**config.mk**
```make
export PLATFORM = sky130hd
export DESIGN_NAME = e2_frame_align
export DESIGN_NICKNAME = d
export VERILOG_FILES = /design/src/rtl/e2fa_pkg.sv /design/src/rtl/e2fa_locator.sv /design/src/rtl/e2fa_ais.sv /design/src/rtl/e2fa_rai.sv /design/src/rtl/e2_frame_align.sv
export SDC_FILE = /design/constraint.sdc
export NUM_CORES = 1
export LEC_CHECK = 0
export BUFFER_PORTS_ARGS = -buffer_cell sky130_fd_sc_hd__buf_4
export CAP_MARGIN = 40
export CORE_ASPECT_RATIO = 2
export CORE_UTILIZATION = 40
export DETAILED_ROUTE_END_ITERATION = 8
export HOLD_SLACK_MARGIN = 0.15
export PLACE_DENSITY = 0.55
export SETUP_SLACK_MARGIN = 0.02
export SLEW_MARGIN = 10
export SYNTH_ARGS = -nofsm -noshare
export SYNTH_HDL_FRONTEND = slang
export SYNTH_SLANG_ARGS = --single-unit
```
**constraint.sdc**
```tcl
create_clock -name clk_i -period 4.37 [get_ports clk_i]
set_input_delay 0.874 -clock clk_i [delete_from_list [all_inputs] [get_ports clk_i]]
set_output_delay 0.874 -clock clk_i [all_outputs]
set_load 0.01 [all_outputs]
```
**src/rtl/e2fa_pkg.sv**
```systemverilog
package e2fa_pkg;
  typedef enum logic [1:0] {
    ST_HUNT    = 2'd0,
    ST_CONFIRM = 2'd1,
    ST_SYNC    = 2'd2
  } align_st_e;
endpackage

```
**src/rtl/e2fa_locator.sv**
```systemverilog
module e2fa_locator
  import e2fa_pkg::*;
#(
  parameter int SET_LEN  = 212,
  parameter int NUM_SETS = 4,
  parameter int FAW_LEN  = 10,
  parameter logic [FAW_LEN-1:0] FAW = 10'b1111010000,
  parameter int SYNC_OK  = 3,
  parameter int LOF_ERR  = 4,
  localparam int POS_W = $clog2(SET_LEN),
  localparam int SET_W = $clog2(NUM_SETS)
) (
  input  logic             clk_i,
  input  logic             rst_ni,
  input  logic             en_i,
  input  logic             data_i,
  output logic             lof_o,
  output logic             sof_o,
  output logic             rai_stb_o,
  output logic [SET_W-1:0] set_o,
  output logic [POS_W-1:0] pos_o
);
  localparam int OK_W  = $clog2(SYNC_OK + 1);
  localparam int ERR_W = $clog2(LOF_ERR + 1);

  align_st_e          st_q, st_d;
  logic [FAW_LEN-2:0] hist_q;
  logic [POS_W-1:0]   pos_q, pos_d;
  logic [SET_W-1:0]   set_q, set_d;
  logic [OK_W-1:0]    ok_q, ok_d;
  logic [ERR_W-1:0]   err_q, err_d;
  logic               match, at_chk;

  assign match  = ({hist_q, data_i} == FAW);
  assign at_chk = (set_q == '0) && (pos_q == POS_W'(FAW_LEN - 1));

  always_comb begin
    st_d  = st_q;
    ok_d  = ok_q;
    err_d = err_q;
    if (pos_q == POS_W'(SET_LEN - 1)) begin
      pos_d = '0;
      set_d = (set_q == SET_W'(NUM_SETS - 1)) ? '0 : set_q + 1'b1;
    end else begin
      pos_d = pos_q + 1'b1;
      set_d = set_q;
    end
    unique case (st_q)
      ST_HUNT: if (match) begin
        st_d  = ST_CONFIRM;
        ok_d  = OK_W'(1);
        pos_d = POS_W'(FAW_LEN);
        set_d = '0;
      end
      ST_CONFIRM: if (at_chk) begin
        if (!match) begin
          st_d = ST_HUNT;
        end else if (ok_q == OK_W'(SYNC_OK - 1)) begin
          st_d  = ST_SYNC;
          err_d = '0;
        end else begin
          ok_d = ok_q + 1'b1;
        end
      end
      ST_SYNC: if (at_chk) begin
        if (match) begin
          err_d = '0;
        end else if (err_q == ERR_W'(LOF_ERR - 1)) begin
          st_d  = ST_HUNT;
          err_d = '0;
        end else begin
          err_d = err_q + 1'b1;
        end
      end
      default: st_d = ST_HUNT;
    endcase
  end

  always_ff @(posedge clk_i or negedge rst_ni) begin
    if (!rst_ni) begin
      st_q   <= ST_HUNT;
      hist_q <= '0;
      pos_q  <= '0;
      set_q  <= '0;
      ok_q   <= '0;
      err_q  <= '0;
    end else if (en_i) begin
      st_q   <= st_d;
      hist_q <= {hist_q[FAW_LEN-3:0], data_i};
      pos_q  <= pos_d;
      set_q  <= set_d;
      ok_q   <= ok_d;
      err_q  <= err_d;
    end
  end

  assign lof_o     = (st_q != ST_SYNC);
  assign sof_o     = en_i && (st_q == ST_SYNC) && (set_q == '0) && (pos_q == '0);
  assign rai_stb_o = en_i && (st_q == ST_SYNC) && (set_q == '0) && (pos_q == POS_W'(FAW_LEN));
  assign set_o     = set_q;
  assign pos_o     = pos_q;

  a_r3_pos_range: assert property (@(posedge clk_i) disable iff (!rst_ni)
    (pos_q < POS_W'(SET_LEN)) && (set_q <= SET_W'(NUM_SETS - 1)));
  a_r2_idle_hold: assert property (@(posedge clk_i) disable iff (!rst_ni)
    !en_i |=> $stable(pos_q) && $stable(set_q) && $stable(st_q));
  a_r4_sync_entry: assert property (@(posedge clk_i) disable iff (!rst_ni)
    (st_q == ST_SYNC && $past(st_q) != ST_SYNC) |->
      ($past(st_q) == ST_CONFIRM && $past(ok_q) == OK_W'(SYNC_OK - 1)));
  a_r6_lof_entry: assert property (@(posedge clk_i) disable iff (!rst_ni)
    (st_q == ST_HUNT && $past(st_q) == ST_SYNC) |-> $past(err_q) == ERR_W'(LOF_ERR - 1));
  a_r7_sof_single: assert property (@(posedge clk_i) disable iff (!rst_ni)
    sof_o |=> !sof_o);
endmodule

```
**src/rtl/e2fa_ais.sv**
```systemverilog
module e2fa_ais #(
  parameter int FRAME_LEN = 848,
  parameter int AIS_ZEROS = 3
) (
  input  logic clk_i,
  input  logic rst_ni,
  input  logic en_i,
  input  logic data_i,
  output logic ais_o
);
  localparam int WIN_W = $clog2(FRAME_LEN);
  localparam int ZC_W  = $clog2(AIS_ZEROS + 1);

  logic [WIN_W-1:0] win_q;
  logic [ZC_W-1:0]  zc_q, zc_n;
  logic             last, ais_q;

  assign last = (win_q == WIN_W'(FRAME_LEN - 1));
  assign zc_n = (!data_i && zc_q < ZC_W'(AIS_ZEROS)) ? zc_q + 1'b1 : zc_q;

  always_ff @(posedge clk_i or negedge rst_ni) begin
    if (!rst_ni) begin
      win_q <= '0;
      zc_q  <= '0;
      ais_q <= 1'b0;
    end else if (en_i) begin
      if (last) begin
        win_q <= '0;
        zc_q  <= '0;
        ais_q <= (zc_n < ZC_W'(AIS_ZEROS));
      end else begin
        win_q <= win_q + 1'b1;
        zc_q  <= zc_n;
      end
    end
  end

  assign ais_o = ais_q;

  a_r8_ais_hold: assert property (@(posedge clk_i) disable iff (!rst_ni)
    !(en_i && last) |=> $stable(ais_q));
  a_r8_zero_sat: assert property (@(posedge clk_i) disable iff (!rst_ni)
    zc_q <= ZC_W'(AIS_ZEROS));
endmodule

```
**src/rtl/e2fa_rai.sv**
```systemverilog
module e2fa_rai #(
  parameter int RAI_CONFIRM = 2
) (
  input  logic clk_i,
  input  logic rst_ni,
  input  logic stb_i,
  input  logic bit_i,
  output logic rai_o
);
  localparam int CNT_W = $clog2(RAI_CONFIRM + 1);

  logic             cand_q, rai_q;
  logic [CNT_W-1:0] cnt_q, cnt_n;

  assign cnt_n = (bit_i != cand_q) ? CNT_W'(1) :
                 (cnt_q < CNT_W'(RAI_CONFIRM)) ? cnt_q + 1'b1 : cnt_q;

  always_ff @(posedge clk_i or negedge rst_ni) begin
    if (!rst_ni) begin
      cand_q <= 1'b0;
      cnt_q  <= '0;
      rai_q  <= 1'b0;
    end else if (stb_i) begin
      cand_q <= bit_i;
      cnt_q  <= cnt_n;
      if (cnt_n >= CNT_W'(RAI_CONFIRM)) rai_q <= bit_i;
    end
  end

  assign rai_o = rai_q;

  a_r9_rai_hold: assert property (@(posedge clk_i) disable iff (!rst_ni)
    !stb_i |=> $stable(rai_q));
  a_r9_rai_follows: assert property (@(posedge clk_i) disable iff (!rst_ni)
    (rai_q != $past(rai_q)) |-> (rai_q == $past(bit_i)) && ($past(cand_q) == $past(bit_i)));
endmodule

```
**src/rtl/e2_frame_align.sv**
```systemverilog
module e2_frame_align #(
  parameter int SET_LEN     = 212,
  parameter int NUM_SETS    = 4,
  parameter int FAW_LEN     = 10,
  parameter logic [FAW_LEN-1:0] FAW = 10'b1111010000,
  parameter int SYNC_OK     = 3,
  parameter int LOF_ERR     = 4,
  parameter int AIS_ZEROS   = 3,
  parameter int RAI_CONFIRM = 2
) (
  input  logic                        clk_i,
  input  logic                        rst_ni,
  input  logic                        en_i,
  input  logic                        data_i,
  output logic                        lof_o,
  output logic                        sof_o,
  output logic [$clog2(NUM_SETS)-1:0] set_o,
  output logic [$clog2(SET_LEN)-1:0]  pos_o,
  output logic                        ais_o,
  output logic                        rai_o
);
  localparam int FRAME_LEN = SET_LEN * NUM_SETS;

  logic rai_stb;

  e2fa_locator #(
    .SET_LEN (SET_LEN),
    .NUM_SETS(NUM_SETS),
    .FAW_LEN (FAW_LEN),
    .FAW     (FAW),
    .SYNC_OK (SYNC_OK),
    .LOF_ERR (LOF_ERR)
  ) u_loc (
    .clk_i    (clk_i),
    .rst_ni   (rst_ni),
    .en_i     (en_i),
    .data_i   (data_i),
    .lof_o    (lof_o),
    .sof_o    (sof_o),
    .rai_stb_o(rai_stb),
    .set_o    (set_o),
    .pos_o    (pos_o)
  );

  e2fa_ais #(
    .FRAME_LEN(FRAME_LEN),
    .AIS_ZEROS(AIS_ZEROS)
  ) u_ais (
    .clk_i (clk_i),
    .rst_ni(rst_ni),
    .en_i  (en_i),
    .data_i(data_i),
    .ais_o (ais_o)
  );

  e2fa_rai #(
    .RAI_CONFIRM(RAI_CONFIRM)
  ) u_rai (
    .clk_i (clk_i),
    .rst_ni(rst_ni),
    .stb_i (rai_stb),
    .bit_i (data_i),
    .rai_o (rai_o)
  );

  a_r7_sof_aligned: assert property (@(posedge clk_i) disable iff (!rst_ni)
    sof_o |-> !lof_o && en_i);
endmodule

```
# ---- After elaboration in Yosys (flattened, before gate mapping)
# Cells that the tools add are included.
dict set report totals {
  elab_cells 92
  reg_bits 43
  memories 0
  latchBits 0
  rom_bits 0
  ramBits 0
  input_bits 4
  output_inout_bits 14
}
dict set report op_classes {
  order_cmp 4
  n_shift 0
  reduce_logical 17
  add_sub_neg 7
  n_eq_ne 21
  muxes 31
  n_mul 0
  n_bitwise 0
  div_mod_pow 0
}
# op n
set ops {}
lappend ops {{2-to-1 mux 2 bit} 18}
lappend ops {{2-to-1 mux 8 bit} 3}
lappend ops {{== test 10 bit, second input constant} 2}
lappend ops {{2-to-1 mux 3 bit} 6}
lappend ops {{== test 8 x 4 -> 1 bit, second input constant} 2}
lappend ops {{!= test 2 x 1 -> 1 bit, second input constant} 6}
lappend ops {{AND reduction 6 bit} 2}
lappend ops {{adder 10 x 1 -> 10 bit, second input constant} 1}
lappend ops {{2-to-1 mux 10 bit} 1}
lappend ops {{adder 2 x 1 -> 2 bit, second input constant} 4}
lappend ops {{adder 8 x 1 -> 8 bit, second input constant} 1}
lappend ops {{== test 8 bit, second input constant} 1}
lappend ops {{logical NOT 8 bit} 1}
lappend ops {{AND reduction 7 bit} 1}
lappend ops {{== test 2 bit, second input constant} 3}
lappend ops {{logical AND 1 bit} 6}
lappend ops {{< comparator 2 bit, second input constant} 3}
lappend ops {{!= test 2 bit, second input constant} 3}
lappend ops {{case mux 2 bit (3 select lines)} 1}
lappend ops {{case mux 3 bit (2 select lines)} 1}
lappend ops {{logical NOT 2 bit} 2}
lappend ops {{case mux 2 bit (2 select lines)} 1}
lappend ops {{AND reduction 2 bit} 2}
lappend ops {{nonzero test 2 bit} 2}
lappend ops {{7 further kinds} 7}

# ---- Depth between registers and ports, before layout
# Gate-level depths: netlist of run 1.
dict set report logic_depth {
  word_depth 5
  depth_mapped 7
  ltp_nobuf 6
}

# ---- By module
# From an unflattened synthesis of run 1, not the netlist that was laid out.
dict set report unflattened {
  cells_unflattened 234
  area_unflattened_um2 2398.6
}
# mod n_inst cells_each seq_area_each_um2 area_per_inst_um2
set by_module_without_submodules {}
lappend by_module_without_submodules {e2fa_locator 1 149 650.6 1492.7}
lappend by_module_without_submodules {e2fa_ais 1 69 325.3 713.2}
lappend by_module_without_submodules {e2fa_rai 1 16 100.1 192.7}

# ---- Least setup slack after synthesis of run 1
# Ideal clock, no wire load.
dict set report synth_timing {
  path_kind {input port to output port}
  from {in en_i}
  to {out sof_o}
  t_required_ps 3496
  arrival_ps 1823
  setup_slack_ps 1673
  n_path_buf 2
  path_stages 4
  cell_sequence {clkbuf_1 -> clkbuf_1 -> nand2_1 -> nor4_1}
}
dict set report synth_via {
  elab_chain_len 3
}
# item line_no
set synth_rtl {}
lappend synth_rtl {{from (decl)} e2_frame_align.sv:13} ;# input logic en_i,
lappend synth_rtl {{logical AND 1 bit (3 in series)} e2fa_locator.sv:98} ;# assign sof_o = en_i && (st_q == ST_SYNC) && (set_q == '0) && (pos_q == '0);
lappend synth_rtl {{to (decl)} e2_frame_align.sv:16} ;# output logic sof_o,
# Every way passes these cells.

# ---- Worst setup path in the final report of run 1
dict set report layout_timing {
  from {reg u_loc.pos_q[6] (netlist: u_loc.pos_o[6])}
  to {out sof_o}
}
dict set report layout_via {
  elab_chain_len 2
}
# item line_no
set layout_rtl {}
lappend layout_rtl {{from (decl)} e2fa_locator.sv:28} ;# logic [POS_W-1:0] pos_q, pos_d;
lappend layout_rtl {{from (signal assigned)} e2fa_locator.sv:90} ;# pos_q <= pos_d;
lappend layout_rtl {{logical NOT 8 bit} e2fa_locator.sv:98}
lappend layout_rtl {{logical AND 1 bit} e2fa_locator.sv:98}
# Every way passes these cells.

==> results of run 1 <==
## report_power, final
| part | internal, mW | switching, mW | total (mW) |
|---|---|---|---|
| Clock | 0.211 | 0.154 | 0.365 |
| Sequential | 0.499 | 0.136 | 0.635 |
| Combinational | 0.209 | 0.224 | 0.433 |
| Total | 0.919 | 0.514 | 1.43 |
## sequential cells by signal, indices dropped and copies added (netlist names)
name          count
u_loc.st_q        2
u_loc.err_q       3
u_rai.rai_o       1
u_ais.zc_q        2
u_rai.cnt_q       2
u_ais.win_q      10
u_rai.cand_q      1
u_loc.ok_q        2
u_loc.hist_q      9
u_ais.ais_o       1
u_loc.pos_o       8
u_loc.set_o       2
## metal layers
metal,up-vias,share of wire,global-route usage
li1,924,-,-
met1,907,0.41,0.205
met2,28,0.53,0.305
met3,11,0.030,0.0434
met4,0,0.034,0.102
met5,-,0,0
## cell type report
cell class | count | area, um^2 | area share
clock buffer | 6 | 129 | 0.0466
clock inverter | 2 | 12.5 | 0.00453
inverter | 21 | 78.8 | 0.0285
multi-input combinational | 172 | 1260 | 0.456
sequential | 43 | 1080 | 0.389
tap | 63 | 78.8 | 0.0285
timing repair buffer | 17 | 128 | 0.0462
## worst min path at each step
stage                          startpoint         endpoint  depth (start not counted)
after floorplan            u_loc.err_q[1]   u_loc.err_q[1]                          1
after global placement     u_loc.err_q[1]   u_loc.err_q[1]                          1
final                      u_loc.err_q[1]   u_loc.err_q[1]                          1
after detailed placement   u_loc.err_q[1]   u_loc.err_q[1]                          1
after global routing      u_loc.hist_q[8]  u_loc.hist_q[8]                          1
after CTS                  u_loc.err_q[1]   u_loc.err_q[1]                          1
## metrics by stage
| stage | setup slack (ns) | power [mW] |
|---|---|---|
| floorplan | 1.67 | 0.925 |
| global placement | 1.79 | 1.07 |
| detailed placement | 1.71 | 1.08 |
| CTS | 1.58 | 1.45 |
| global route | 1.51 | 1.54 |
| finish | 1.59 | 1.43 |
## cells by family after synthesis
family                   share of synthesized area
flip-flops                                   0.438
multiplexers                                0.0591
buffers and inverters                       0.0479
adder cells (fa/ha/maj)                     0.0765
XOR/XNOR                                    0.0321
AND/OR/NAND/NOR                              0.209
AO/OA/AOI/OAI                                0.137
## synth_stat cells, types with 2 or more instances
cell type / instances / area [um^2]
dfrtp_1: 43 / 1080
inv_1: 21 / 78.8
nor2_1: 16 / 60.1
ha_1: 15 / 188
nand3_1: 13 / 65.1
mux2_2: 12 / 135
nand2_1: 12 / 45.0
nand4_1: 9 / 56.3
o21ai_0: 9 / 45.0
a21oi_1: 6 / 30.0
clkbuf_1: 5 / 18.8
nand2b_1: 5 / 31.3
xnor2_1: 5 / 43.8
nor3_1: 4 / 20.0
o22ai_1: 4 / 25.0
o311ai_0: 4 / 35.0
xor2_1: 4 / 35.0
nor2b_1: 3 / 18.8
nor4_1: 3 / 18.8
nor4b_1: 3 / 26.3
o21a_1: 3 / 22.5
a21boi_0: 2 / 15.0
a21o_1: 2 / 15.0
a31o_2: 2 / 17.5
and3_1: 2 / 12.5
nand4b_1: 2 / 17.5
nor3b_1: 2 / 15.0
nor4_2: 2 / 25.0
o211ai_1: 2 / 15.0
o22a_1: 2 / 17.5
o31ai_1: 2 / 15.0
or4_1: 2 / 15.0
==> reports/metrics.yaml, run 1 <==
status: "finished, violations left"
violations: "design-rule violations"
wl_per_cell_um: 16.2
die_y_um: 113
gp_congestion: 0.780
post-route-min-period_ns: 2.78
synthArstFlopShare: 1.00
ff2ff_setup_slack_ns: 2.04
power_density_nw_per_um2: 518
irDropWorstVdd_mv: 0.386
drc: 1
grt_pass1_wl_mm: 8.96
clkTransAtPathRegs_ns: 0.06
fin_util: 0.464
synthesis.area_um2: 2450
numCtsBuffers: 5
finalMaxSlewViolations: 0
numPortBuffers: 17
cts_setup_buffers: 0
antenna_found_initial: 0
tightest_slew_ns: 0.584
grt_max_degree: 44
insertion_delay_ns: 0.29
final_common_cell: "dfrtp_1"
gr-total-overflow: 0
path_max_fanout: 6
fmax_mhz: 360
mostFrequentLayoutCells: "dfrtp_1, inv_1, buf_4"
dieArea_um2: 6470
core-area_um2: 5960
clock_sinks: 43
hold_viol: 0
ant_nets: 0
io_pins: 18
end_kind: "output pin"
cts_tree: "done"
grt_util_all_layers: 0.182
syn_nets: 263
hold_class: "reg2reg"
via_per_inst: 5.77
cp.depth: 3
die_w_um: 57.4
synth_edf_count: 0
start_util: 0.412
yosysUniqueCellTypes: 55
rsz0062_at_grt: "no"
syn_avg_cell_area_um2: 10.1
synth-seq-cells: 43
ys_warn_count: 0
whs_ns: 0.518
setup_viol: 0
num_antenna_cells: 0
root_buffer: "clkbuf_16"
ys.flop_type: "dfrtp_1"
fin_skew_ns: 0.00406
finalNonFillerCells: 324
cp.required_ns: 3.50
max_stage_delay_ns: 0.66
critPathCapture: "sof_o"
rr_startpoint: "u_loc.pos_o[0]"
reg2reg_to: "u_loc.set_o[1]"
path_cells: "or4_1 -> nor4_1 -> buf_4"
rows: 40
critPathKind: "reg2out"
maxSlewHeadroom: 0.607
finalWirelength_mm: 5.25
cpMaxStageDelayCell: "or4_1"
worstRegToRegCells: 5
postSynthCellCount: 244
cts_max_level: 2
dp_hpwl_mm: 3.82
fill_cells: 603
leakagePower_nw: 1.19
dr.pass1.iters: 6
cts_resized: 0
cp-start-kind: "flip-flop"
drt_first_iter_violations: 50
cp_data_arrival_time_ns: 1.90
fin_nets: 279
place_area_um2: 2620
worstSetupStartpoint: "u_loc.pos_o[6]"
clockBufferDepth: 2
grt_pass1_vias: 1811
cp_num_buf_inv: 1
dp_cells: 316
maxCapViolations: 0
setup_tns_ns: 0
cp_top_family: "simple AND/OR/NAND/NOR gates"
synth-seq-area-share: 0.438
hold_buffers: 0
areaGrowthSynthToFinish_pct: 12.6
dr_total_vias: 1870
min_period_over_period: 0.636
drive_gt1_frac: 0.176
fin_area_um2: 2760
(Power assumes the default switching activity.)
==> inputs of run 2 (changes only) <==
- clock period: 4.37 -> 2.6 ns (I/O delays scaled with it)
==> run 2 against run 1 <==
  * Highest routed layer unchanged
  * Critical path type unchanged
  * First-iteration DRC count shrank 2.0%
  * The run still ends with design-rule violations left
  * Clock skew grew 0.0012 ns
  * Clock power grew 92%
  * Core utilization grew 0.67 points
  * Final cell count grew 0.62%
  * Largest power group unchanged
==> reports/metrics.yaml, run 2 (same netlist as run 1, synthesis figures left out) <==
whs_ns: 0.221
cp.required_ns: 2.08
ff2ff_setup_slack_ns: 0.34
hold_class: "in2async"
cts_tree: "done"
reg2reg_to: "u_loc.set_o[1]"
maxSlewHeadroom: 0.578
io_pins: 18
die_w_um: 57.4
power_density_nw_per_um2: 889
drt_first_iter_violations: 49
clkTransAtPathRegs_ns: 0.06
dr.pass1.iters: 8
rows: 40
setup_tns_ns: 0
drive_gt1_frac: 0.183
numCtsBuffers: 5
wl_per_cell_um: 16.3
start_util: 0.412
status: "finished, violations left"
rr_startpoint: "u_loc.pos_o[1]"
fin_nets: 282
gp_congestion: 0.818
maxCapViolations: 0
min_period_over_period: 0.952
finalWirelength_mm: 5.31
multiInputGateArea_um2: 1260
grt_pass1_wl_mm: 9.02
cp-start-kind: "flip-flop"
dr_total_vias: 1863
num_antenna_cells: 0
tightest_slew_ns: 0.626
violations: "design-rule violations"
gr-total-overflow: 0
insertion_delay_ns: 0.29
cts_max_level: 2
core-area_um2: 5960
fin_skew_ns: 0.00522
max_flop_register: "u_ais.win_q"
drc: 1
setup_viol: 0
irDropWorstVdd_mv: 0.462
fill_cells: 581
dp_hpwl_mm: 3.88
clock_sinks: 43
dieArea_um2: 6470
grt_max_degree: 44
largest_reg_flops: 10
seq_area_um2: 1080
worstRegToRegCells: 5
fmax_mhz: 404
root_buffer: "clkbuf_16"
final_common_cell: "dfrtp_1"
grt_pass1_vias: 1889
cts_setup_buffers: 0
ant_nets: 0
cts_resized: 0
clockBufferDepth: 2
numPortBuffers: 17
antenna_found_initial: 0
die_y_um: 113
critPathKind: "reg2out"
path_max_fanout: 6
hold_viol: 0
cp_data_arrival_time_ns: 1.96
finalMaxSlewViolations: 0
rsz0062_at_grt: "no"
mostFrequentLayoutCells: "dfrtp_1, inv_1, buf_4"
via_per_inst: 5.71
grt_util_all_layers: 0.184
hold_buffers: 0
post-route-min-period_ns: 2.48
areaGrowthSynthToFinish_pct: 14.2
end_kind: "output pin"
leakagePower_nw: 1.22
run 2: cell count changes in the layout (fill, tap and decap cells not counted):
cell        change
clkinv_2        -1
buf_4           +3
clkinvlp_4      -1
bufinv_16       +1
run 2: routing by layer:
metal	GRT usage	routed length [um]
met5	0	0
met2	0.335	3000
met1	0.191	2060
met3	0.0446	146
met4	0.0862	97
run 2: worst max-delay path by stage:
stage | startpoint | to | slack (ns) | cells past startpoint
after floorplan | u_loc.pos_o[6] | sof_o | 0.54 | 3
after global placement | u_loc.pos_o[1] | u_loc.set_o[1] | 0.40 | 5
after detailed placement | u_loc.pos_o[1] | u_loc.set_o[1] | 0.37 | 5
after CTS | u_loc.pos_o[6] | sof_o | 0.13 | 3
after global routing | u_loc.pos_o[6] | sof_o | 0.03 | 3
final | u_loc.pos_o[6] | sof_o | 0.12 | 3
run 2: worst max-delay path: stages (launching register included):
cell and delay [ns]:
dfrtp_1 0.43, or4_1 0.67, nor4_1 0.38, buf_4 0.19
run 2: through the flow:
step,worst slack [ns],utilization,power (mW),instance area [um^2],cells
floorplan,0.537,-,1.55,2450,244
global placement,0.396,0.444,1.80,2650,319
detailed placement,0.365,0.444,1.81,2650,319
CTS,0.135,0.471,2.52,2800,326
global route,0.0273,0.471,2.67,2800,326
finish,0.125,0.471,2.49,2800,326
run 2: area by class of cell:
cell class                 instances  area share
inverter                          21      0.0281
timing repair buffer              20      0.0535
clock inverter                     1      0.0107
multi-input combinational        172       0.450
clock buffer                       6      0.0460
sequential                        43       0.384
tap                               63      0.0281
run 2: power by group:
group          switching, mW  leakage, nW  internal, mW
Combinational          0.381        0.624         0.352
Clock                  0.252       0.0769         0.448
Sequential             0.222        0.516         0.839
Total                  0.854         1.22          1.64
